**src/rtl/mux_bus_sequencer.sv**
```systemverilog
module mux_bus_sequencer #(
  parameter int AW    = 20,
  parameter int DW    = 8,
  parameter int IO_AW = 16
) (
  input  logic          clk,
  input  logic          rst_n,
  input  logic          req,
  input  logic [AW-1:0] req_addr,
  input  logic          req_write,
  input  logic          req_io,
  input  logic [DW-1:0] req_wdata,
  input  logic [DW-1:0] ad_in,
  output logic          busy,
  output logic          ale,
  output logic          rd_n,
  output logic          wr_n,
  output logic          den_n,
  output logic          io_sel,
  output logic          dt_r,
  output logic          ad_oe,
  output logic [DW-1:0] ad_out,
  output logic          hi_oe,
  output logic [AW-DW-1:0] hi_out,
  output logic [AW-1:0] addr_latch,
  output logic [DW-1:0] rd_data,
  output logic          rd_valid
);
  localparam int HW = AW - DW;
  localparam logic [AW-1:0] IO_MASK = {{(AW-IO_AW){1'b0}}, {IO_AW{1'b1}}};

  typedef enum logic [2:0] {S_IDLE, S_T1, S_T2, S_T3, S_T4} state_t;
  state_t state;

  logic [AW-1:0] c_addr;
  logic [DW-1:0] c_wdata;
  logic          c_wr, c_io;
  logic          accept, data_ph;

  assign accept  = req && (state == S_IDLE || state == S_T4);
  assign data_ph = (state == S_T2) || (state == S_T3);

  always_ff @(posedge clk) begin
    if (!rst_n) begin
      state      <= S_IDLE;
      c_addr     <= '0;
      c_wdata    <= '0;
      c_wr       <= 1'b0;
      c_io       <= 1'b0;
      addr_latch <= '0;
      rd_data    <= '0;
    end else begin
      case (state)
        S_IDLE:  state <= accept ? S_T1 : S_IDLE;
        S_T1:    state <= S_T2;
        S_T2:    state <= S_T3;
        S_T3:    state <= S_T4;
        default: state <= accept ? S_T1 : S_IDLE;
      endcase
      if (accept) begin
        c_addr  <= req_io ? (req_addr & IO_MASK) : req_addr;
        c_wdata <= req_wdata;
        c_wr    <= req_write;
        c_io    <= req_io;
      end
      if (state == S_T1) addr_latch <= {hi_out, ad_out};
      if (state == S_T3 && !c_wr) rd_data <= ad_in;
    end
  end

  assign busy     = (state != S_IDLE);
  assign ale      = (state == S_T1);
  assign rd_n     = !(data_ph && !c_wr);
  assign wr_n     = !(data_ph && c_wr);
  assign den_n    = !data_ph;
  assign io_sel   = busy && c_io;
  assign dt_r     = !(busy && state != S_T4 && !c_wr);
  assign ad_oe    = ale || (data_ph && c_wr);
  assign ad_out   = ale ? c_addr[DW-1:0] : (ad_oe ? c_wdata : '0);
  assign hi_oe    = ale || data_ph;
  assign hi_out   = hi_oe ? c_addr[AW-1:DW] : {HW{1'b0}};
  assign rd_valid = (state == S_T4) && !c_wr;

  assert_ale_single_R2: assert property (@(posedge clk) disable iff (!rst_n)
    ale |=> !ale);
  assert_busy_starts_with_ale_R10: assert property (@(posedge clk) disable iff (!rst_n)
    $rose(busy) |-> ale);
  assert_io_steady_R3: assert property (@(posedge clk) disable iff (!rst_n)
    (busy && !ale) |-> $stable(io_sel));
  assert_read_dir_R4: assert property (@(posedge clk) disable iff (!rst_n)
    !rd_n |-> (!dt_r && !ad_oe && !den_n && wr_n));
  assert_write_dir_R5: assert property (@(posedge clk) disable iff (!rst_n)
    !wr_n |-> (dt_r && ad_oe && !den_n && rd_n));
  assert_latch_on_fall_R8: assert property (@(posedge clk) disable iff (!rst_n)
    $fell(ale) |-> addr_latch == $past({hi_out, ad_out}));
  assert_t4_release_R7: assert property (@(posedge clk) disable iff (!rst_n)
    (busy && !ale && !$past(ale) && den_n) |-> (!ad_oe && !hi_oe && dt_r));
endmodule

```
**config.mk**
```make
export PLATFORM = sky130hd
export DESIGN_NAME = mux_bus_sequencer
export DESIGN_NICKNAME = d
export VERILOG_FILES = /design/src/rtl/mux_bus_sequencer.sv
export SDC_FILE = /design/constraint.sdc
export NUM_CORES = 1
export LEC_CHECK = 0
export BUFFER_PORTS_ARGS = -buffer_cell sky130_fd_sc_hd__buf_2
export CORE_MARGIN = 5
export CORE_UTILIZATION = 49
export DETAILED_ROUTE_END_ITERATION = 12
export PLACE_DENSITY = 0.8
export RECOVER_POWER = 50
export SLEW_MARGIN = 20
export SYNTH_ARGS = -nofsm -noshare
export SYNTH_HDL_FRONTEND = slang
export SYNTH_SLANG_ARGS = --single-unit
```
**constraint.sdc**
```tcl
create_clock -name clk -period 1.5 [get_ports clk]
set_input_delay 0.3 -clock clk [delete_from_list [all_inputs] [get_ports clk]]
set_output_delay 0.3 -clock clk [all_outputs]
set_load 0.1 [all_outputs]
```
Yosys cells after proc, flatten, opt, wreduce, memory -nomap -nowiden
Cells that the tools add are included.
Storage, ports and cells
  flip-flop bits (word level): 61
  output and inout port bits: 58
  logic and storage cells: 37
Operators by class
  equal/unequal tests: 5
  multiplexer cells: 6
  reduce and logical (&&, ||, !) cells: 19
Operators with widths (number)
  $mux 20: 1
  $mux 8: 2
  $mux 12: 1
  $pmux 3 s3: 1
  $logic_and 1x1->1: 8
  $eq 3x2->1 const B: 2
  $logic_not 1->1: 5
  $logic_or 1x1->1: 4
  $eq 3x1->1 const B: 1
  $eq 3x3->1 const B: 1
  $logic_not 3->1: 1
  $ne 3x3->1 const B: 1
  $reduce_bool 3->1: 1
  $mux 1: 1

Logic depth before layout (Yosys ltp)
Gate-level depths: netlist (run 1).
  depth in word-level cells: 6
  mapped depth: 5
  mapped depth without buffers: 2

Worst setup path after synthesis (run 1)
Ideal clock, no wire load.
  kind: register to output
  from: register state[0]
  to: output rd_valid
  arrival time: 3.570 ns
  setup slack: -2.370 ns
  stages on the path, launching flop included: 3
  buffers on the path: 1
  cells stage by stage: dfxtp_1 -> buf_4 -> nor4b_1
On the way
  longest elaborated chain between the ends: 2
Ends and longest elaborated chain
  start, declared: line 33  | state_t state;
  start signal, assigned: line 54  | S_IDLE: state <= accept ? S_T1 : S_IDLE;
  start signal, assigned: line 58  | default: state <= accept ? S_T1 : S_IDLE;
  $eq 3x3->1: line 82  | assign rd_valid = (state == S_T4) && !c_wr;
  $logic_and 1x1->1: line 82
  end, declared: line 27  | output logic rd_valid
No other way between the ends.

Final worst setup path (run 1)
  from: register state[2]
  to: output ad_out[0]
On the way
  longest elaborated chain between the ends: 6
Ends and longest elaborated chain
  $eq 3x2->1: line 41  | assign data_ph = (state == S_T2) || (state == S_T3);
  $logic_or 1x1->1: line 41
  $logic_and 1x1->1: line 78  | assign ad_oe = ale || (data_ph && c_wr);
  $logic_or 1x1->1: line 78
  $mux 8: line 79  | assign ad_out = ale ? c_addr[DW-1:0] : (ad_oe ? c_wdata : '0);
  $mux 8 *: line 79
  end, declared: line 22  | output logic [DW-1:0] ad_out,
Mark *: on every way between the ends. The rest lies on a longest branch, timed or not.

==> flow_summary.toml, run 1 <==
[run_status]
status = "complete, but fails checks"
violations = "negative setup slack"

[floorplan]
ios = 99
chipHeight_um = 82.97
row_count = 26
chipWidth_um = 82.97
die_area_um2 = 6883
core-area_um2 = 5140
initial_utilization = 0.5075

[drt]
first_pass_iters = 4
drc = 0
drt_iter0_drc = 77
avgViaCountPerCell = 4.996
antenna_left = 0
wl_per_cell_um = 14.97
finalWirelength_um = 7053
vias = 2353

[placed_design]
gp_congestion = 0.7637
placed_cell_area_um2 = 3847
port_buffers = 98
hpwl_um = 4823
pre_cts_ws_ns = -0.07035

[clock_tree]
cts_buffer_depth = 2
cts_root_buf = "clkbuf_8"
ctsHoldBuffers = 0
htreeDepth = 3
cts_sinks = 61
cts_tree = "yes"
path_clk_slew_ns = 0.07
cts_buffers = 9
clk_latency_ns = 0.33

[timing]
worst_pin_slew_ns = 0.5420
fmax_mhz = 537.7
drv_slew = 0
layout_min_cycle_time_ns = 1.860
fin_skew_ns = 0.007268
slew_headroom = 0.6402
rsz0062_at_grt = "yes"
fin_crit_sh = 1.240
final.setup.worst_slack_ns = -0.3597
setup_viol = 37
finalHoldViolCount = 0

[finish]
fin_util = 0.8272
area_growth_pct = 62.97
final_area_um2 = 4252
drive_gt1_frac = 0.4489
nNetsFinal = 437
antenna_cells = 0

[worst_setup_path]
worst_setup_path_end_kind = "output port"
crit_path_start = "state[2]"
path_class = "reg -> out"
critical_path.startpoint_type = "register"
r2r-start = "state[2]"
reg2reg_setup_slack_ns = -0.10
crit_required_ns = 1.20
cp.arrival_ns = 1.56
cp_max_fo = 7
rr_worst_depth = 10
crit_path_end = "ad_out[0]"
r2r-end = "addr_latch[4]"

[global_routing]
grt_pass1_vias = 2399
grt_antenna_before_repair = 0
gr-usage-all-layers = 0.1983
grt_overflow = 0
grt_max_degree = 58
grt_pass1_wl_um = 11290

[yosys]
synth_cells = 277
syn_area_um2 = 2609
ys_types = 26
syn_nets = 318
ys_seq_elements = 61
seq_area_frac_synth = 0.4681
synth.largest_area_cell = "dfxtp_1"
synthTopCellsByArea = "dfxtp_1, mux2i_1, nand2_1, and2_1, a22o_1"
synth_warnings = 0
synth_top_area_share = 0.4681
avgSynthCellArea_um2 = 9.418

[power_and_ir_drop]
p_leak_nw = 1.919
irDropWorstVdd_uv = 739.1
powerDensity_nw_per_um2 = 1241

[hold_path]
holdCritPathClass = "in -> reg"
min_path_cells = 3

[run]
max_cap_viol_count = 0
-- logic make-up (layout without fill, tap and decap cells) --
| kind of cell | count (synthesis) | after routing | synth area share |
|---|---|---|---|
| AND/OR/NAND/NOR | 123 | 123 | 0.2187 |
| flip-flops | 61 | 61 | 0.4681 |
| multiplexers | 58 | 58 | 0.2225 |
| buffers and inverters | 23 | 147 | 0.05180 |
| AO/OA/AOI/OAI | 11 | 11 | 0.03549 |
| XOR/XNOR | 1 | 1 | 0.003358 |
-- worst min path at each step --
stage	start	endpoint	slack, ns
after floorplan	c_io	c_io	0.43
after global placement	state[2]	state[1]	0.44
after detailed placement	rd_data[7]	rd_data[7]	0.45
after CTS	ad_in[7]	rd_data[7]	0.20
after global routing	ad_in[7]	rd_data[7]	0.20
final	ad_in[7]	rd_data[7]	0.21
-- timing repair --
action | 4_1_cts | 5_1_grt
setup buffers | 9 | 4
pin swaps | 9 | 2
cloned | 1 | 0
resized for setup | 18 | 10
setup endpoints to repair | 32 | 42
-- stage by stage --
step           hold slack, ns  setup TNS (ns)  instances  total power, mW
5_1_grt                0.1983          -12.22        471            5.470
6_report               0.2068          -8.442        471            5.274
4_1_cts                0.1963          -8.250        469            5.269
3_5_place_dp           0.4464         -0.5267        443            3.584
3_3_place_gp           0.4366        -0.02376        443            3.556
2_1_floorplan          0.4349         -0.6659        277            3.059
-- metal layers --
layer  part of all wire  vias up  track usage
met5                  0        -            0
met4             0.0050        0      0.05349
met3              0.072        4      0.08020
met2               0.51       82       0.3345
met1               0.41     1114       0.2326
li1                   -     1153            -
-- final cells by class --
class / count / area (µm²)
fillers: 312 / 888.4
inverters: 1 / 7.507
well taps: 70 / 87.58
flip-flops and latches: 61 / 1227
repair buffers: 130 / 1320
clock inverters: 5 / 75.07
clock buffers: 11 / 131.4
multi-input cells: 193 / 1403
-- layout by cell type (no fill, tap or decap), types with 2 or more instances in the layout --
cell type	n
nand2_1	93
buf_2	67
mux2i_1	58
dfxtp_1	58
buf_12	35
buf_6	11
and2_4	10
clkbuf_8	9
a22o_4	8
buf_4	8
nand3b_1	4
clkbuf_2	4
and2_2	3
clkinv_2	3
buf_8	3
or2_4	2
nand2b_1	2
clkbuf_1	2
bufinv_16	2
dfxtp_2	2
-- flip-flops by register name (all words and copies together) (netlist names) --
register    cells
rd_data         8
addr_latch     20
c_io            1
c_addr         20
c_wr            1
c_wdata         8
state           3
-- where the power goes --
group	switching, mW	internal (mW)
logic	1.14	0.780
clock network	0.617	0.928
registers	0.0795	1.73
-- cells in the mapped netlist --
master,number
a22o_1,8
buf_4,5
and2_1,13
mux2i_1,58
nor3b_1,1
o21bai_1,1
o21ba_2,1
or3_1,1
nand2b_1,3
dfxtp_1,61
nor3b_2,1
clkbuf_1,8
or2_1,1
xnor2_1,1
nand3b_1,4
nor4b_1,1
nand2_1,93
buf_6,3
a21oi_1,1
buf_2,6
or2_2,1
inv_1,1
nor2_1,1
nor3b_4,1
and3b_1,1
and4bb_2,1
-- critical path: stages, from the launching register on --
cell	delay, ns
dfxtp_2	0.34
buf_6	0.11
nor3b_4	0.17
buf_6	0.15
buf_12	0.14
a22o_4	0.15
buf_12	0.17
(Power assumes the default switching activity.)
==> run 2: changes to the inputs <==
CORE_UTILIZATION = 40   (was 49)
PLACE_DENSITY = 0.7   (was 0.8)
clock period = 1.6 ns   (was 1.5 ns; I/O delays follow)
==> run 2 against run 1 <==
  * Critical path depth down 2
  * Non-clock buffer count down 6
  * Setup slack better by 0.16 ns
  * Highest routed layer unchanged
  * Sequential power down 7%
  * Critical endpoint is now ad_oe
  * Die area up 20%
  * Combinational power down 8%
  * Sequential cell count unchanged
  * The run still ends with negative setup slack left
  * Largest power group unchanged
  * Design area down 1.0%
  * Clock power down 9.7%
==> flow_summary.toml, run 2 (synthesis gave the netlist of run 1 again) <==
[drt]
first_pass_iters = 4
drc = 0
highest_layer = "met4"
wl_met3_um = 421
wl_per_cell_um = 14.48
vias = 2266
avgViaCountPerCell = 4.801
wl_met1_um = 3005
drt_iter0_drc = 87
wl_met2_um = 3315
finalWirelength_um = 6836
antenna_left = 0

[power_and_ir_drop]
powerDensity_nw_per_um2 = 1156
intPower_mw = 3.067
irDropWorstVdd_uv = 807.4
switching_power_mw = 1.796
clkPwrFrac = 0.288
comb_power_share = 0.365
p_seq_frac = 0.348
switching_share = 0.3694
p_leak_nw = 1.871

[floorplan]
core-area_um2 = 6350
chipWidth_um = 90.76
die_area_um2 = 8237
initial_utilization = 0.4108
row_count = 29
chipHeight_um = 90.76
ios = 99

[run]
max_cap_viol_count = 0

[run_status]
violations = "negative setup slack"
status = "complete, but fails checks"

[finish]
area_growth_pct = 61.30
multi_input_area_um2 = 1409
nNetsFinal = 431
num-fill-cells = 518
mostFrequentLayoutCell = "nand2_1"
final_area_um2 = 4208
layout_common_cells = "nand2_1, mux2i_1, dfxtp_1, buf_2, buf_12"
drive_gt1_frac = 0.4304
antenna_cells = 0
seq_area_um2 = 1230
reg_top3 = "addr_latch (20), c_addr (20)"

[timing]
drv_slew = 0
worst_pin_slew_ns = 0.5617
slew_headroom = 0.6272
layout_min_cycle_time_ns = 1.796
fin_crit_sh = 1.122
rsz0062_at_grt = "yes"
fmax_mhz = 556.9
fin_skew_ns = 0.01170
setup_viol = 29
hold_ws_ns = 0.2256
finalHoldViolCount = 0
final.setup.worst_slack_ns = -0.1955

[worst_setup_path]
cp_max_fo = 10
critical_path.startpoint_type = "register"
crit_required_ns = 1.28
path_class = "reg -> out"
cp.arrival_ns = 1.48
worst_setup_path_end_kind = "output port"

[clock_tree]
ctsHoldBuffers = 0
cts_buffers = 9
cts_buffer_depth = 2
cts_sinks = 61
path_clk_slew_ns = 0.08
cts_root_buf = "clkbuf_8"
clk_latency_ns = 0.34
htreeDepth = 3
cts_tree = "yes"

[global_routing]
grt_antenna_before_repair = 0
grt_pass1_wl_um = 11270
grt_max_degree = 50
gr-usage-all-layers = 0.1674
grt_overflow = 0
grt_pass1_vias = 2332

[hold_path]
holdCritPathClass = "in -> reg"

[placed_design]
port_buffers = 98
hpwl_um = 4775
pre_cts_ws_ns = 0.06400
gp_congestion = 0.7839
placed_cell_area_um2 = 3831
run 2: cell count changes in the layout (fill, tap and decap cells not counted), moves of 2 or more:
cell | before | now
buf_8 | 3 | 1
buf_2 | 67 | 56
clkbuf_2 | 4 | 13
clkbuf_1 | 2 | 4
buf_4 | 8 | 5
inv_6 | 0 | 4
clkbuf_16 | 0 | 2
buf_6 | 11 | 7
clkinv_2 | 3 | 1
run 2: area by class of cell:
type	count	area share
well taps	77	0.02290
multi-input cells	193	0.3348
clock buffers	9	0.02944
flip-flops and latches	61	0.2923
clock inverters	7	0.01873
inverters	1	0.001784
repair buffers	124	0.3000
run 2: worst paths after layout:
kind	startpoint	to	slack (ns)	depth (start not counted)
hold reg to reg	rd_data[4]	rd_data[4]	0.46	2
setup reg to reg	state[1]	c_addr[12]	0.06	7
setup / recovery	state[2]	ad_oe	-0.20	4
hold / removal	req_addr[10]	c_addr[10]	0.23	3
run 2: power groups by stage:
| stage | combinational (mW) | sequential (mW) | clock [mW] |
|---|---|---|---|
| floorplan | 0.981 | 1.87 | 0 |
| global placement | 1.61 | 1.72 | 0 |
| detailed placement | 1.63 | 1.72 | 0 |
| CTS | 1.70 | 1.69 | 1.43 |
| global route | 1.85 | 1.70 | 1.52 |
| finish | 1.77 | 1.69 | 1.40 |
run 2: critical path: stages (launching register included):
cell     delay (ns)
dfxtp_4        0.38
and3b_1        0.21
buf_12         0.16
or2_4          0.24
buf_12         0.17
run 2: repair_timing:
action / CTS / global route
setup endpoints to repair: 29 / 54
pin swaps: 3 / 3
buffers inserted: 6 / 2
resized for setup: 12 / 7
gates cloned: 0 / 3
run 2: through the flow:
| step | power [mW] | std cells | TNS (ns) | util |
|---|---|---|---|---|
| 6_report | 4.863 | 472 | -3.436 | 0.6627 |
| 5_1_grt | 5.067 | 472 | -5.323 | 0.6627 |
| 4_1_cts | 4.827 | 467 | -4.055 | 0.6495 |
| 3_5_place_dp | 3.351 | 445 | 0 | 0.6034 |
| 3_3_place_gp | 3.330 | 445 | 0 | 0.6034 |
| 2_1_floorplan | 2.850 | 277 | -0.3111 | - |
run 2: routing by layer:
| layer | up-vias | track usage |
|---|---|---|
| met5 | - | 0 |
| met1 | 1052 | 0.2040 |
| met4 | 0 | 0.06700 |
| met3 | 9 | 0.04333 |
| met2 | 62 | 0.2791 |
| li1 | 1143 | - |
==> run 3: changes to the inputs <==
PLACE_DENSITY = 0.77   (was 0.7)
SETUP_SLACK_MARGIN = 0.02   (was default)
==> run 3 against run 2 <==
  * The run still ends with negative setup slack left
  * Design area decreased by 2.1%
  * Setup slack lost 0.056 ns
  * Via count down 0.18%
  * Non-clock buffer count decreased by 3
  * Register-to-register slack better by 0.03 ns
  * Clock skew shrank 0.0044 ns
  * Largest cell class unchanged
  * Largest power group unchanged
==> flow_summary.toml, run 3 (synthesis gave the netlist of run 1 again) <==
[clock_tree]
clk_latency_ns = 0.33
path_clk_slew_ns = 0.07
htreeDepth = 3
cts_sinks = 61
ctsHoldBuffers = 0
cts_buffers = 9
cts_buffer_depth = 2
cts_tree = "yes"
cts_root_buf = "clkbuf_8"

[timing]
setup_tns_ns = -5.497
fmax_mhz = 540.1
hold_ws_ns = 0.2312
finalHoldViolCount = 0
worst_pin_slew_ns = 0.5087
layout_min_cycle_time_ns = 1.852
slew_headroom = 0.6632
fin_skew_ns = 0.007346
fin_crit_sh = 1.157
final.setup.worst_slack_ns = -0.2515
drv_slew = 0
rsz0062_at_grt = "yes"
setup_viol = 29

[floorplan]
die_area_um2 = 8237
chipWidth_um = 90.76
row_count = 29
initial_utilization = 0.4108
chipHeight_um = 90.76
core-area_um2 = 6350
ios = 99

[worst_setup_path]
path_class = "reg -> out"
critPathMostFrequentCell = "buf_6"
crit_path_start = "state[2]"
cp_num_cells = 5
cp.arrival_ns = 1.53
r2r-start = "state[2]"
max_stage_delay_ns = 0.32
crit_required_ns = 1.28
cp_max_fo = 8
crit_buf_inv = 3
cpMaxStageDelayCell = "dfxtp_2"
worst_setup_path_end_kind = "output port"
rr_worst_depth = 6
crit_chain = "buf_6, nor3b_4, buf_6, a22o_4, buf_12"
critical_path.startpoint_type = "register"
critPathTopFamily = "buffers and inverters"

[drt]
drt_iter0_drc = 90
drc = 0
vias = 2262
avgViaCountPerCell = 4.813
finalWirelength_um = 6616
antenna_left = 0
first_pass_iters = 4
wl_per_cell_um = 14.08

[global_routing]
grt_pass1_wl_um = 10810
grt_max_degree = 60
grt_overflow = 0
grt_pass1_vias = 2321
gr-usage-all-layers = 0.1623
grt_antenna_before_repair = 1

[finish]
reg_top3 = "addr_latch (20), c_addr (20)"
drive_gt1_frac = 0.4337
num-fill-cells = 501
stdcell_count = 470
layout_common_cells = "nand2_1, buf_2, dfxtp_1, mux2i_1, buf_12"
area_growth_pct = 57.99
mostFrequentLayoutCell = "nand2_1"
nNetsFinal = 428

[placed_design]
port_buffers = 98
hpwl_um = 4739
dp.cells = 443
gp_congestion = 0.7757
pre_cts_ws_ns = -0.09477

[power_and_ir_drop]
switching_power_mw = 1.679
comb_power_share = 0.361
p_seq_frac = 0.357
intPower_mw = 3.042
irDropWorstVdd_uv = 691.4
p_leak_nw = 1.849
clkPwrFrac = 0.281
switching_share = 0.3556
powerDensity_nw_per_um2 = 1146

[hold_path]
hp-start = "req_addr[14]"
min_path_cells = 3
holdCritPathClass = "in -> reg"

[run]
max_cap_viol_count = 0

[run_status]
status = "complete, but fails checks"
violations = "negative setup slack"
## run 3: changes by cell type in the layout (fill, tap and decap cells not counted), moves of 4 or more
cell / change
buf_2: +12
clkbuf_2: -13
inv_6: -4
buf_4: +8
## run 3: layer usage
layer  routed length (µm)  share of wire  track usage
met1                 2766           0.42       0.1850
met2                 3319           0.50       0.2736
met3                  400          0.060      0.04417
met4                  129          0.019      0.08685
met5                    0              0            0
## run 3: repair_timing
item,4_1_cts,5_1_grt
gates resized for setup,8,4
buffers inserted,6,4
pin swaps,8,6
endpoints found under the setup margin,28,31
## run 3: final cells by class
type / instances / area (µm²) / share of cell area
repair buffers: 121 / 1190 / 0.2887
inverters: 1 / 7.507 / 0.001821
clock buffers: 12 / 145.1 / 0.03522
diodes: 1 / 2.502 / 0.0006072
flip-flops and latches: 61 / 1224 / 0.2969
well taps: 77 / 96.34 / 0.02338
clock inverters: 4 / 47.55 / 0.01154
multi-input cells: 193 / 1409 / 0.3418
## run 3: final timing paths
check | slack, ns | to
max | -0.25 | ad_out[1]
min | 0.23 | c_addr[14]
max reg2reg | 0.09 | addr_latch[15]
min reg2reg | 0.46 | addr_latch[2]
## run 3: tightest hold or removal path: cells and delay by family
family	cells	cell delay, ns
simple gates	1	0.04
buf+inv	1	0.10
mux	1	0.06
## run 3: power by group through the flow
stage                     combinational [mW]  clock [mW]  sequential, mW
after detailed placement                1.60           0            1.72
final                                   1.71        1.33            1.69
after floorplan                        0.987           0            1.87
after global routing                    1.78        1.45            1.70
after global placement                  1.58           0            1.71
after CTS                               1.68        1.37            1.69
## run 3: per-stage QoR
stage,area [µm²],util,power (mW)
2_1_floorplan,2763,-,2.856
3_3_place_gp,3791,0.5970,3.294
3_5_place_dp,3791,0.5970,3.314
4_1_cts,4076,0.6420,4.735
5_1_grt,4121,0.6491,4.919
6_report,4121,0.6491,4.721
